**config.mk**
```make
export PLATFORM = sky130hd
export DESIGN_NAME = tlb_gl_cache
export DESIGN_NICKNAME = d
export VERILOG_FILES = /design/src/rtl/tlb_pkg.sv /design/src/rtl/tlb_match.sv /design/src/rtl/tlb_rr_ptr.sv /design/src/rtl/tlb_store.sv /design/src/rtl/tlb_gl_cache.sv
export SDC_FILE = /design/constraint.sdc
export NUM_CORES = 1
export LEC_CHECK = 0
export BUFFER_PORTS_ARGS = -buffer_cell sky130_fd_sc_hd__buf_2
export CAP_MARGIN = 20
export CORE_MARGIN = 2
export CORE_UTILIZATION = 30
export DETAILED_ROUTE_END_ITERATION = 16
export PLACE_DENSITY = 0.47
export SETUP_SLACK_MARGIN = 0.5
export SLEW_MARGIN = 20
export SYNTH_ARGS = -nofsm -noshare
export SYNTH_HDL_FRONTEND = slang
export SYNTH_SLANG_ARGS = --single-unit
```
**constraint.sdc**
```tcl
create_clock -name clk_i -period 3.7 [get_ports clk_i]
set_input_delay 0.74 -clock clk_i [delete_from_list [all_inputs] [get_ports clk_i]]
set_output_delay 0.74 -clock clk_i [all_outputs]
set_load 0.1 [all_outputs]
```
**src/rtl/tlb_pkg.sv**
```systemverilog
package tlb_pkg;
  localparam int unsigned VA_W  = 32;
  localparam int unsigned OFF_W = 12;
  localparam int unsigned VPN_W = VA_W - OFF_W;
  localparam int unsigned PFN_W = 20;
  localparam int unsigned PA_W  = PFN_W + OFF_W;

  typedef struct packed {
    logic [VPN_W-1:0] vpn;
    logic [PFN_W-1:0] pfn;
    logic             wr;
    logic             usr;
    logic             glb;
  } tlb_ent_t;
endpackage

```
**src/rtl/tlb_match.sv**
```systemverilog
module tlb_match
  import tlb_pkg::*;
#(
  parameter int unsigned N = 8
) (
  input  tlb_ent_t [N-1:0]   ent_i,
  input  logic     [N-1:0]   valid_i,
  input  logic     [VPN_W-1:0] vpn_i,
  output logic     [N-1:0]   match_o
);
  for (genvar g = 0; g < N; g++) begin : g_cmp
    assign match_o[g] = valid_i[g] && (ent_i[g].vpn == vpn_i);
  end
endmodule

```
**src/rtl/tlb_rr_ptr.sv**
```systemverilog
module tlb_rr_ptr #(
  parameter int unsigned N     = 8,
  localparam int unsigned IDX_W = (N > 1) ? $clog2(N) : 1
) (
  input  logic             clk_i,
  input  logic             rst_ni,
  input  logic             adv_i,
  output logic [IDX_W-1:0] ptr_o
);
  logic [IDX_W-1:0] ptr_q;

  always_ff @(posedge clk_i or negedge rst_ni) begin
    if (!rst_ni)    ptr_q <= '0;
    else if (adv_i) ptr_q <= (ptr_q == IDX_W'(N-1)) ? '0 : ptr_q + IDX_W'(1);
  end

  assign ptr_o = ptr_q;

  assert_ptr_step_R8: assert property (@(posedge clk_i) disable iff (!rst_ni)
    adv_i |=> ptr_q == (($past(ptr_q) == IDX_W'(N-1)) ? '0 : $past(ptr_q) + IDX_W'(1)));
  assert_ptr_hold_R6: assert property (@(posedge clk_i) disable iff (!rst_ni)
    !adv_i |=> $stable(ptr_q));
endmodule

```
**src/rtl/tlb_store.sv**
```systemverilog
module tlb_store
  import tlb_pkg::*;
#(
  parameter int unsigned N     = 8,
  localparam int unsigned IDX_W = (N > 1) ? $clog2(N) : 1
) (
  input  logic             clk_i,
  input  logic             rst_ni,
  input  logic [N-1:0]     kill_i,
  input  logic             we_i,
  input  logic [IDX_W-1:0] widx_i,
  input  tlb_ent_t         wdata_i,
  output tlb_ent_t [N-1:0] ent_o,
  output logic [N-1:0]     valid_o
);
  tlb_ent_t [N-1:0] ent_q;
  logic     [N-1:0] valid_q;

  for (genvar g = 0; g < N; g++) begin : g_slot
    logic sel;
    assign sel = we_i && (widx_i == IDX_W'(g));
    always_ff @(posedge clk_i or negedge rst_ni) begin
      if (!rst_ni) begin
        valid_q[g] <= 1'b0;
        ent_q[g]   <= '0;
      end else begin
        // kill first, write wins
        valid_q[g] <= sel | (valid_q[g] & ~kill_i[g]);
        if (sel) ent_q[g] <= wdata_i;
      end
    end
  end

  assign ent_o   = ent_q;
  assign valid_o = valid_q;

  assert_write_lands_R9: assert property (@(posedge clk_i) disable iff (!rst_ni)
    we_i |=> valid_q[$past(widx_i)] && ent_q[$past(widx_i)] == $past(wdata_i));
endmodule

```
**src/rtl/tlb_gl_cache.sv**
```systemverilog
module tlb_gl_cache
  import tlb_pkg::*;
#(
  parameter int unsigned N = 8
) (
  input  logic              clk_i,
  input  logic              rst_ni,
  input  logic [VA_W-1:0]   lk_vaddr_i,
  output logic              lk_hit_o,
  output logic [PA_W-1:0]   lk_paddr_o,
  output logic              lk_write_o,
  output logic              lk_user_o,
  input  logic              fill_valid_i,
  input  logic [VPN_W-1:0]  fill_vpn_i,
  input  logic [PFN_W-1:0]  fill_pfn_i,
  input  logic              fill_present_i,
  input  logic              fill_write_i,
  input  logic              fill_user_i,
  input  logic              fill_global_i,
  input  logic              base_reload_i,
  input  logic              glob_en_i,
  input  logic              inv_valid_i,
  input  logic [VA_W-1:0]   inv_vaddr_i
);
  localparam int unsigned IDX_W = (N > 1) ? $clog2(N) : 1;

  tlb_ent_t [N-1:0] ent;
  logic [N-1:0]     valid_q, glob_vec, lk_match, inv_match, fill_match;
  logic [N-1:0]     kill, valid_kept;
  logic [IDX_W-1:0] ptr, hit_idx, fill_idx;
  logic             fill_we, fill_hit, adv;
  tlb_ent_t         wdata;

  for (genvar g = 0; g < N; g++) begin : g_glb
    assign glob_vec[g] = ent[g].glb;
  end

  tlb_match #(.N(N)) u_lk_match (
    .ent_i(ent), .valid_i(valid_q), .vpn_i(lk_vaddr_i[VA_W-1:OFF_W]), .match_o(lk_match));
  tlb_match #(.N(N)) u_inv_match (
    .ent_i(ent), .valid_i(valid_q), .vpn_i(inv_vaddr_i[VA_W-1:OFF_W]), .match_o(inv_match));

  // invalidations ahead of the fill
  always_comb begin
    kill = '0;
    if (base_reload_i) kill = glob_en_i ? ~glob_vec : '1;
    if (inv_valid_i)   kill = kill | inv_match;
  end
  assign valid_kept = valid_q & ~kill;

  tlb_match #(.N(N)) u_fill_match (
    .ent_i(ent), .valid_i(valid_kept), .vpn_i(fill_vpn_i), .match_o(fill_match));

  always_comb begin
    hit_idx = '0;
    for (int i = 0; i < N; i++) if (fill_match[i]) hit_idx = IDX_W'(i);
  end

  assign fill_we  = fill_valid_i && fill_present_i;
  assign fill_hit = |fill_match;
  assign fill_idx = fill_hit ? hit_idx : ptr;
  assign adv      = fill_we && !fill_hit;

  assign wdata = '{vpn: fill_vpn_i, pfn: fill_pfn_i, wr: fill_write_i,
                   usr: fill_user_i, glb: fill_global_i};

  tlb_rr_ptr #(.N(N)) u_ptr (.clk_i(clk_i), .rst_ni(rst_ni), .adv_i(adv), .ptr_o(ptr));

  tlb_store #(.N(N)) u_store (
    .clk_i(clk_i), .rst_ni(rst_ni), .kill_i(kill), .we_i(fill_we),
    .widx_i(fill_idx), .wdata_i(wdata), .ent_o(ent), .valid_o(valid_q));

  // one-hot OR mux
  always_comb begin
    lk_paddr_o = '0;
    lk_write_o = 1'b0;
    lk_user_o  = 1'b0;
    for (int i = 0; i < N; i++) begin
      if (lk_match[i]) begin
        lk_paddr_o = lk_paddr_o | {ent[i].pfn, lk_vaddr_i[OFF_W-1:0]};
        lk_write_o = lk_write_o | ent[i].wr;
        lk_user_o  = lk_user_o  | ent[i].usr;
      end
    end
  end
  assign lk_hit_o = |lk_match;

  assert_single_match_R10: assert property (@(posedge clk_i) disable iff (!rst_ni)
    $onehot0(lk_match) && $onehot0(inv_match));
  assert_full_flush_R3: assert property (@(posedge clk_i) disable iff (!rst_ni)
    (base_reload_i && !glob_en_i && !fill_we) |=> valid_q == '0);
  assert_global_kept_R4: assert property (@(posedge clk_i) disable iff (!rst_ni)
    (base_reload_i && glob_en_i && !inv_valid_i) |=>
      (($past(valid_q & glob_vec) & ~valid_q) == '0));
  assert_single_inv_R5: assert property (@(posedge clk_i) disable iff (!rst_ni)
    (inv_valid_i && !base_reload_i && !fill_we) |=>
      valid_q == ($past(valid_q) & ~$past(inv_match)));
  assert_no_nonpresent_R6: assert property (@(posedge clk_i) disable iff (!rst_ni)
    (fill_valid_i && !fill_present_i && !base_reload_i && !inv_valid_i) |=> $stable(valid_q));
endmodule

```
-- Word-level counts from Yosys, hierarchy flattened
Cells that the tools add are included.
- $add $sub $neg: 1
- equality and inequality tests: 32
- multiplexer cells: 36
- bitwise operators: 49
- reductions and logical operators: 38
- operators with widths (cell ; number):
    $eq A20 B20 Y1 ; 24
    $mux W32 ; 8
    $or A32 B32 Y32 ; 7
    $logic_and A1 B1 Y1 ; 34
    $mux W8 ; 3
    $or A1 B1 Y1 ; 22
    $mux W3 ; 7
    $mux W1 ; 17
    $not A8 Y8 ; 2
    $reduce_or A8 Y1 ; 2
    $eq A3 B3 Y1 const B ; 5
    $and A1 B1 Y1 ; 8
    $and A8 B8 Y8 ; 1
    $not A1 Y1 ; 8
    $or A8 B8 Y8 ; 1
    $eq A3 B2 Y1 const B ; 2
    $add A3 B1 Y3 const B ; 1
    $eq A3 B1 Y1 const B ; 1
    $logic_not A3 Y1 ; 1
    $mux W2 ; 1
    $logic_not A1 Y1 ; 1
- bits in registers: 355
- output and inout port bits: 35

-- Longest topological paths before layout
Gate-level depths: netlist (run 1).
- word-level depth: 19
- mapped depth: 14
- depth with buffers taken out: 9

-- Modules after synthesis
From an unflattened synthesis (run 1), not the netlist that was laid out.
- cell total of the unflattened synthesis: 1671
- area total of the unflattened synthesis: 20512.2 sq um
- modules (own cells, without submodules) (module ; instances ; cells an instance ; area an instance (sq um) ; seq. area each (sq um)):
    tlb_store ; 1 ; 759 ; 13113.8 ; 8808.4
    tlb_match ; 3 ; 236 ; 1996.9 ; 0.0
    tlb_gl_cache ; 1 ; 193 ; 1265.0 ; 0.0
    tlb_rr_ptr ; 1 ; 11 ; 142.6 ; 75.1

-- Worst setup path before layout (run 1)
No wires, ideal clock.
- path kind: input-to-output
- start: in lk_vaddr_i[12]
- end: out lk_paddr_o[10]
- arrival time: 4.103 ns
- required time: 2.960 ns
- setup slack: -1.143 ns
- stages: 9
- path buffers: 2
- path through: clkbuf_1 -> o22ai_1 -> a221oi_1 -> o2111ai_1 -> a2111oi_0 -> or4_1 -> nor2_1 -> clkbuf_1 -> nor2b_1
- cells in the longest elaborated chain, start to end: 17
- RTL lines (element ; line ; RTL):
    start: declaration ; tlb_gl_cache.sv:8 ; input logic [VA_W-1:0] lk_vaddr_i,
    $eq A20 B20 Y1 ; tlb_match.sv:12 ; assign match_o[g] = valid_i[g] && (ent_i[g].vpn == vpn_i);
    $logic_and A1 B1 Y1 ; tlb_match.sv:12 ;
    $mux W32 ; tlb_gl_cache.sv:79 ; if (lk_match[i]) begin
    $or A32 B32 Y32 ; tlb_gl_cache.sv:80 ; lk_paddr_o = lk_paddr_o | {ent[i].pfn, lk_vaddr_i[OFF_W-1:0]};
    $mux W32 ; tlb_gl_cache.sv:79 ;
    $or A32 B32 Y32 ; tlb_gl_cache.sv:80 ;
    $mux W32 ; tlb_gl_cache.sv:79 ;
    $or A32 B32 Y32 ; tlb_gl_cache.sv:80 ;
    $mux W32 ; tlb_gl_cache.sv:79 ;
    $or A32 B32 Y32 ; tlb_gl_cache.sv:80 ;
    $mux W32 ; tlb_gl_cache.sv:79 ;
    $or A32 B32 Y32 ; tlb_gl_cache.sv:80 ;
    $mux W32 ; tlb_gl_cache.sv:79 ;
    $or A32 B32 Y32 ; tlb_gl_cache.sv:80 ;
    $mux W32 ; tlb_gl_cache.sv:79 ;
    $or A32 B32 Y32 ; tlb_gl_cache.sv:80 ;
    $mux W32 * ; tlb_gl_cache.sv:79 ;
    end: declaration ; tlb_gl_cache.sv:10 ; output logic [PA_W-1:0] lk_paddr_o,
Mark *: on every way between the ends. The rest lies on a longest branch, timed or not.

-- Worst setup path in the final report (run 1)
- start: in lk_vaddr_i[24]
- end: out lk_paddr_o[9]
Same word-level chain as after synthesis.

==> results of run 1 <==
[critical path, cell delays in order]
cell and delay [ns]:
buf_4 0.19, buf_12 0.15, xor2_4 0.18, nor4_4 0.30
nand4_1 0.21, a2111oi_4 0.28, clkbuf_16 0.22, or4_4 0.13
nor2_4 0.03, buf_12 0.13, buf_12 0.14, nor2b_4 0.13
buf_12 0.18
[state kept, by name, summed over array words and instances (netlist names)]
register,flops
u_store.ent_o,344
u_store.valid_o,8
u_ptr.ptr_o,3
[metrics by stage]
step / total power, W / hold WS [ns] / utilization / worst slack [ns] / instances
global route: 0.02075 / 0.2286 / 0.4354 / -0.1956 / 3099
global placement: 0.01456 / 0.4687 / 0.3999 / -0.7511 / 2999
floorplan: 0.01177 / 0.4444 / - / 0.01248 / 1732
detailed placement: 0.01474 / 0.4744 / 0.3999 / -0.7173 / 2999
finish: 0.01969 / 0.1582 / 0.4354 / -0.08156 / 3099
CTS: 0.01956 / 0.2388 / 0.4294 / -0.07316 / 3090
[final timing paths]
check / start / end / slack [ns]
worst max-delay path: lk_vaddr_i[24] / lk_paddr_o[9] / -0.08
worst min-delay path: rst_ni / u_store.ent_o[127] / 0.16
worst max register to register: u_store.ent_o[337] / u_store.ent_o[27] / 0
worst min register to register: u_store.ent_o[18] / u_store.ent_o[18] / 0.49
max in group asynchronous: rst_ni / u_store.ent_o[222] / 2.60
min in group clk_i: u_store.ent_o[18] / u_store.ent_o[18] / 0.49
[cell usage after synthesis (all sizes together), types with 4 or more instances]
cell | number | area [um2]
nor2b | 12 | 75.07
xor2 | 252 | 2207
a221oi | 23 | 201.4
inv | 5 | 18.77
a21boi | 7 | 52.55
a21o | 4 | 30.03
xnor2 | 226 | 1979
dfrtp | 355 | 8884
nor4 | 82 | 513.0
buf | 77 | 465.4
nand3 | 60 | 300.3
clkbuf | 56 | 210.2
nand4 | 64 | 400.4
nand2 | 25 | 93.84
a22oi | 44 | 330.3
a22o | 22 | 192.7
a211oi | 6 | 45.04
nor3b | 4 | 41.29
nor2 | 8 | 30.03
or4 | 5 | 37.54
mux2 | 347 | 3911
and3 | 7 | 43.79
nor3 | 10 | 50.05
[layer usage]
metal,track usage,wire length (um),up-vias
met5,0,0,-
met2,0.3668,36820,446
met1,0.3358,38530,8311
met3,0.02694,3872,92
li1,-,-,7099
met4,0.05466,1797,0
[layout make-up]
| type | count | area share |
|---|---|---|
| clock buffer | 58 | 0.04101 |
| inverter | 5 | 0.0007689 |
| antenna | 1 | 0.00008543 |
| multi-input combinational | 1239 | 0.4107 |
| tap | 873 | 0.03729 |
| sequential | 355 | 0.3035 |
| clock inverter | 17 | 0.01012 |
| timing repair buffer | 551 | 0.1965 |
[placed cells by master (no fill, tap or decap), types with 19 or more instances in the layout]
cell type,synthesis,final
dfrtp_1,355,350
nor4_1,82,52
xor2_1,252,244
nand3_4,0,22
mux2_2,331,322
nand2_1,25,25
xnor2_1,226,215
buf_12,0,132
nand3_1,60,34
nand4_1,64,64
nor4_2,0,19
clkbuf_16,0,44
a22oi_2,0,35
buf_2,54,91
a22o_1,22,22
buf_4,9,301
[power by group through the flow]
stage	clock, W	sequential (W)	combinational [W]
3_3_place_gp	0	0.00741	0.00715
5_1_grt	0.00484	0.00771	0.00821
3_5_place_dp	0	0.00748	0.00726
4_1_cts	0.00466	0.00744	0.00746
6_report	0.00456	0.00747	0.00766
2_1_floorplan	0	0.00721	0.00455
[kinds of logic (layout without fill, tap and decap cells)]
kind of cell             Yosys count  count (layout)  share of synthesized area
XOR/XNOR                         478             478                     0.2053
adder cells (fa/ha/maj)            2               2                   0.001227
flip-flops                       355             355                     0.4356
AO/OA/AOI/OAI                    122             122                    0.04786
other                              0               1                          0
multiplexers                     347             347                     0.1918
AND/OR/NAND/NOR                  290             290                    0.08412
buffers and inverters            138             631                    0.03405
[timing repair]
action	CTS	global route
gates resized for setup	58	56
setup endpoints to repair	387	386
pin swaps	19	19
setup buffers	14	7
hold buffers	0	0
gates cloned	2	1
==> reports/qor.yml, run 1 <==
timing:
  worstMarginPinSlew_ns: 0.8300
  finalCritPeriodShare: 1.022
  setup_viol: 22
  slew_headroom: 0.4467
  fmax_ghz: 0.2644
  setup_slack_ns: -0.08156
  rsz0062_at_grt: "true"
  totalNegativeSetupSlack_ns: -0.9076
  period_minus_slack_ns: 3.782
  hold_viol: 0
  skew_ns: 0.01776
  slew_violations: 0
routing:
  vias_per_cell: 5.146
  drc: 0
  num_vias: 15950
  wl_per_cell_um: 26.14
  ant_nets: 0
  first_pass_iters: 6
  first_iter_violations: 1296
  drt_wl_total_um: 81020
synthesis:
  synth-edff-count: 0
  synthArstFlopShare: 1.000
  syn_avg_cell_area_um2: 11.77
  synthDistinctLibCells: 49
  synth_fp_nets: 1848
  synth_area_um2: 20390
  yosys_warnings: 0
  synth.ff_latch_count: 355
  synth-main-ff-cell: "dfrtp_1"
  yosysSeqAreaShare: 0.4356
  synth_cells: 1732
power_and_ir_drop:
  p_seq_frac: 0.379
  power_frac_comb: 0.389
  p_clk_frac: 0.232
  power.density_nw_per_um2: 672.1
  p_sw_frac: 0.3465
  intPower_w: 0.01287
  peakVddDrop_uv: 280.6
  p_switching_w: 0.006821
  leakagePower_nw: 12.79
global_route:
  grt_pass1_wl_um: 117800
  antenna_found_initial: 2
  grt_max_degree: 88
  grt_pass1_vias: 16730
  grt-ovfl-total: 0
  grt_usage: 0.2310
place:
  portBuffers: 136
  place_area_um2: 26910
  dpl.hpwl_um: 60320
  place.gp.congestion: 0.9361
setup_path:
  criticalPathCategory: "input pin to primary output"
  arrival_ns: 3.04
  cp-start-kind: "input pin"
  required_ns: 2.96
  rr_worst_depth: 12
  cp_max_fo: 6
  cp-end-kind: "primary output"
floorplanning:
  start_util: 0.3031
  die_h_um: 264.7
  core_um2: 67280
  die_area_um2: 70070
  die_w_um: 264.7
  num_io_pins: 149
  rows: 95
clock_tree:
  clk_latency_ns: 0.58
  htree_levels: 2
  path_clk_slew_ns: 0.06
  cts_buffers: 42
  clockRootBuffer: "clkbuf_16"
  tritoncts: "done"
  clock_path_buffers: 3
  cts_sinks: 355
outcome:
  violations: "setup timing"
  status: "finished, violations left"
layout:
  fin_nets: 2310
  syn2layout_area_growth_pct: 43.64
  regArea_um2: 8890
  multi_input_area_um2: 12030
  fin_area_um2: 29290
  drive_gt1_frac: 0.5020
  nFillCells: 6234
hold_path:
  worstHoldPathType: "input pin to async pin"
run:
  drv_cap: 0
Note: power is estimated with default switching activity, not from simulation.
==> inputs of run 2 (changes only) <==
CORE_UTILIZATION = 55   (was 30)
PLACE_DENSITY = 0.77   (was 0.47)
==> reports/qor.yml, run 2 (synthesis results as in run 1) <==
outcome:
  status: "finished, violations left"  # unchanged
  violations: "setup timing"  # unchanged
routing:
  wl_per_cell_um: 31.10  # was 26.14 um
  drc: 0  # unchanged
  first_iter_violations: 1974  # was 1,296
  num_vias: 17420  # was 15,950
  vias_per_cell: 6.500  # was 5.146
  first_pass_iters: 5  # was 6
  drt_wl_total_um: 83350  # was 81,020 um
  ant_nets: 0  # unchanged
setup_path:
  r2r_slack_ns: -0.19  # was 0 ns
  endpoint: "u_store.ent_o[342]"  # was lk_paddr_o[9]
  r2r_end: "u_store.ent_o[342]"  # was u_store.ent_o[27]
  rr_worst_depth: 12  # unchanged
  slowest_stage: "or4_4"  # was nor4_4
  required_ns: 4.16  # was 2.96 ns
  arrival_ns: 4.35  # was 3.04 ns
  criticalPathCategory: "flop to flop"  # was input pin to primary output
  cp_top_family: "simple AND/OR/NAND/NOR gates"  # was buffers and inverters
  cp-start-kind: "flop"  # was input pin
  cp-startpoint: "u_store.ent_o[206]"  # was lk_vaddr_i[24]
  cp_max_fo: 8  # was 6
  crit_chain: "xnor2_2 > nand4_1 > nor4_4 > a211oi_2 > buf_4 > or2_4 > or4_4 > mux2_4 > buf_6 > nand3_4 > clkbuf_16 > mux2_4"  # was buf_4 > buf_12 > xor2_4 > nor4_4 > nand4_1 > a2111oi_4 > clkbuf_16 > or4_4 > nor2_4 > buf_12 > buf_12 > nor2b_4 > buf_12
  worstReg2RegStart: "u_store.ent_o[206]"  # was u_store.ent_o[337]
  crit_path_frequent_cell: "mux2_4"  # was buf_12
  max_stage_delay_ns: 0.51  # was 0.30 ns
  crit_cells: 12  # was 13
  cp-end-kind: "flop"  # was primary output
  critical_path_buf_inv_count: 3  # was 6
timing:
  skew_ns: 0.01595  # was 0.01776 ns
  worstMarginPinSlew_ns: 0.6830  # was 0.8300 ns
  setup_viol: 330  # was 22
  fmax_ghz: 0.2572  # was 0.2644 GHz
  finalCritPeriodShare: 1.051  # was 1.022
  rsz0062_at_grt: "true"  # unchanged
  slew_violations: 0  # unchanged
  hold_viol: 0  # unchanged
  slew_headroom: 0.5446  # was 0.4467
  period_minus_slack_ns: 3.888  # was 3.782 ns
  setup_slack_ns: -0.1881  # was -0.08156 ns
global_route:
  grt_max_degree: 79  # was 88
  grt_pass1_wl_um: 114600  # was 117,800 um
  antenna_found_initial: 0  # was 2
  grt_pass1_vias: 17270  # was 16,730
  grt-ovfl-total: 0  # unchanged
  grt_usage: 0.4094  # was 0.2310
floorplanning:
  start_util: 0.5583  # was 0.3031
  die_h_um: 196.6  # was 264.7 um
  num_io_pins: 149  # unchanged
  core_um2: 36520  # was 67,280 um2
  die_area_um2: 38630  # was 70,070 um2
  rows: 70  # was 95
  die_w_um: 196.6  # was 264.7 um
run:
  drv_cap: 0  # unchanged
layout:
  largest_reg_flops: 344  # unchanged
  layout_commonest_cell: "dfrtp_1"  # unchanged
  layoutNonFillerInstCount: 2680  # was 3,099
  drive_gt1_frac: 0.4894  # was 0.5020
  syn2layout_area_growth_pct: 41.67  # was 43.64%
  layout_common_cells: "349 x dfrtp_1, 299 x buf_4, 251 x xor2_1"  # was 350 x dfrtp_1, 322 x mux2_2, 301 x buf_4
  fin_nets: 2295  # was 2,310
power_and_ir_drop:
  leakagePower_nw: 13.22  # was 12.79 nW
  peakVddDrop_uv: 512.1  # was 280.6 uV
  power.density_nw_per_um2: 706.6  # was 672.1 nW/um2
clock_tree:
  clock_path_buffers: 3  # unchanged
  tritoncts: "done"  # unchanged
  cts_buffers: 41  # was 42
  clk_latency_ns: 0.59  # was 0.58 ns
  clockRootBuffer: "clkbuf_16"  # unchanged
  cts_sinks: 355  # unchanged
  path_clk_slew_ns: 0.06  # about the same
  htree_levels: 2  # unchanged
place:
  place_inst: 2548  # was 2,999
  portBuffers: 136  # unchanged
  place.gp.congestion: 1.027  # was 0.9361
  dpl.hpwl_um: 55060  # was 60,320 um
  place_ws_ns: -0.7375  # was -0.7173 ns
hold_path:
  worstHoldPathType: "input pin to async pin"  # unchanged
[run 2: cell types whose count changed in the layout (fill, tap and decap cells not counted), moves of 5 or more]
| cell | delta |
|---|---|
| mux2_4 | +140 |
| mux2_2 | -137 |
| buf_12 | -29 |
| clkbuf_16 | +8 |
| nor4_1 | +7 |
| xor2_1 | +7 |
| a22oi_1 | +6 |
| a22oi_2 | -6 |
| buf_16 | +6 |
| buf_8 | +6 |
| nor4_2 | -5 |
| xor2_2 | -5 |
[run 2: power by group]
part / internal (W) / total [W] / switching (W) / leakage, nW
Clock: 0.00260 / 0.00438 / 0.00178 / 0.693
Combinational: 0.00467 / 0.00829 / 0.00363 / 8.14
Sequential: 0.00574 / 0.00773 / 0.00200 / 4.39
[run 2: worst min path at each step]
| stage | cells after the start | from | slack [ns] | end |
|---|---|---|---|---|
| 4_1_cts | 1 | rst_ni | 0.17 | u_store.ent_o[71] |
| 5_1_grt | 1 | rst_ni | 0.22 | u_store.ent_o[71] |
| 6_report | 1 | rst_ni | 0.15 | u_store.ent_o[116] |
| 2_1_floorplan | 0 | rst_ni | 0.44 | u_ptr.ptr_o[0] |
| 3_5_place_dp | 1 | u_store.ent_o[19] | 0.48 | u_store.ent_o[19] |
| 3_3_place_gp | 1 | u_store.ent_o[19] | 0.47 | u_store.ent_o[19] |
[run 2: area by class of cell]
cell class | count | area (um2)
Antenna cell | 1 | 2.502
Clock inverter | 13 | 201.4
Fill cell | 2117 | 7634
Inverter | 5 | 22.52
Timing Repair Buffer | 537 | 5565
Tap cell | 468 | 585.6
Multi-Input combinational cell | 1239 | 12380
Sequential cell | 355 | 8891
Clock buffer | 62 | 1236
[run 2: per-stage QoR]
stage / TNS [ns] / hold slack (ns) / cell area, um2 / utilization / power (W)
4_1_cts: -2.125 / 0.1748 / 27730 / 0.7592 / 0.01929
2_1_floorplan: 0 / 0.4444 / 21650 / - / 0.01177
3_3_place_gp: -217.00 / 0.4671 / 25630 / 0.7017 / 0.01435
6_report: -24.07 / 0.1455 / 28890 / 0.7910 / 0.02041
5_1_grt: -18.19 / 0.2156 / 28890 / 0.7909 / 0.02111
3_5_place_dp: -230.55 / 0.4797 / 25630 / 0.7017 / 0.01467
[run 2: per-layer routing]
metal,GRT usage,wire length [um],vias up
li1,-,-,7089
met1,0.5805,33340,8843
met2,0.6053,35300,1208
met3,0.1117,10830,279
met4,0.1445,3876,0
met5,0,0,-
[run 2: repair_timing]
item | 4_1_cts | 5_1_grt
cloned | 7 | 12
setup endpoints to repair | 386 | 387
resized for setup | 56 | 192
buffers inserted | 23 | 14
pin swaps | 31 | 23
hold buffers | 0 | 0
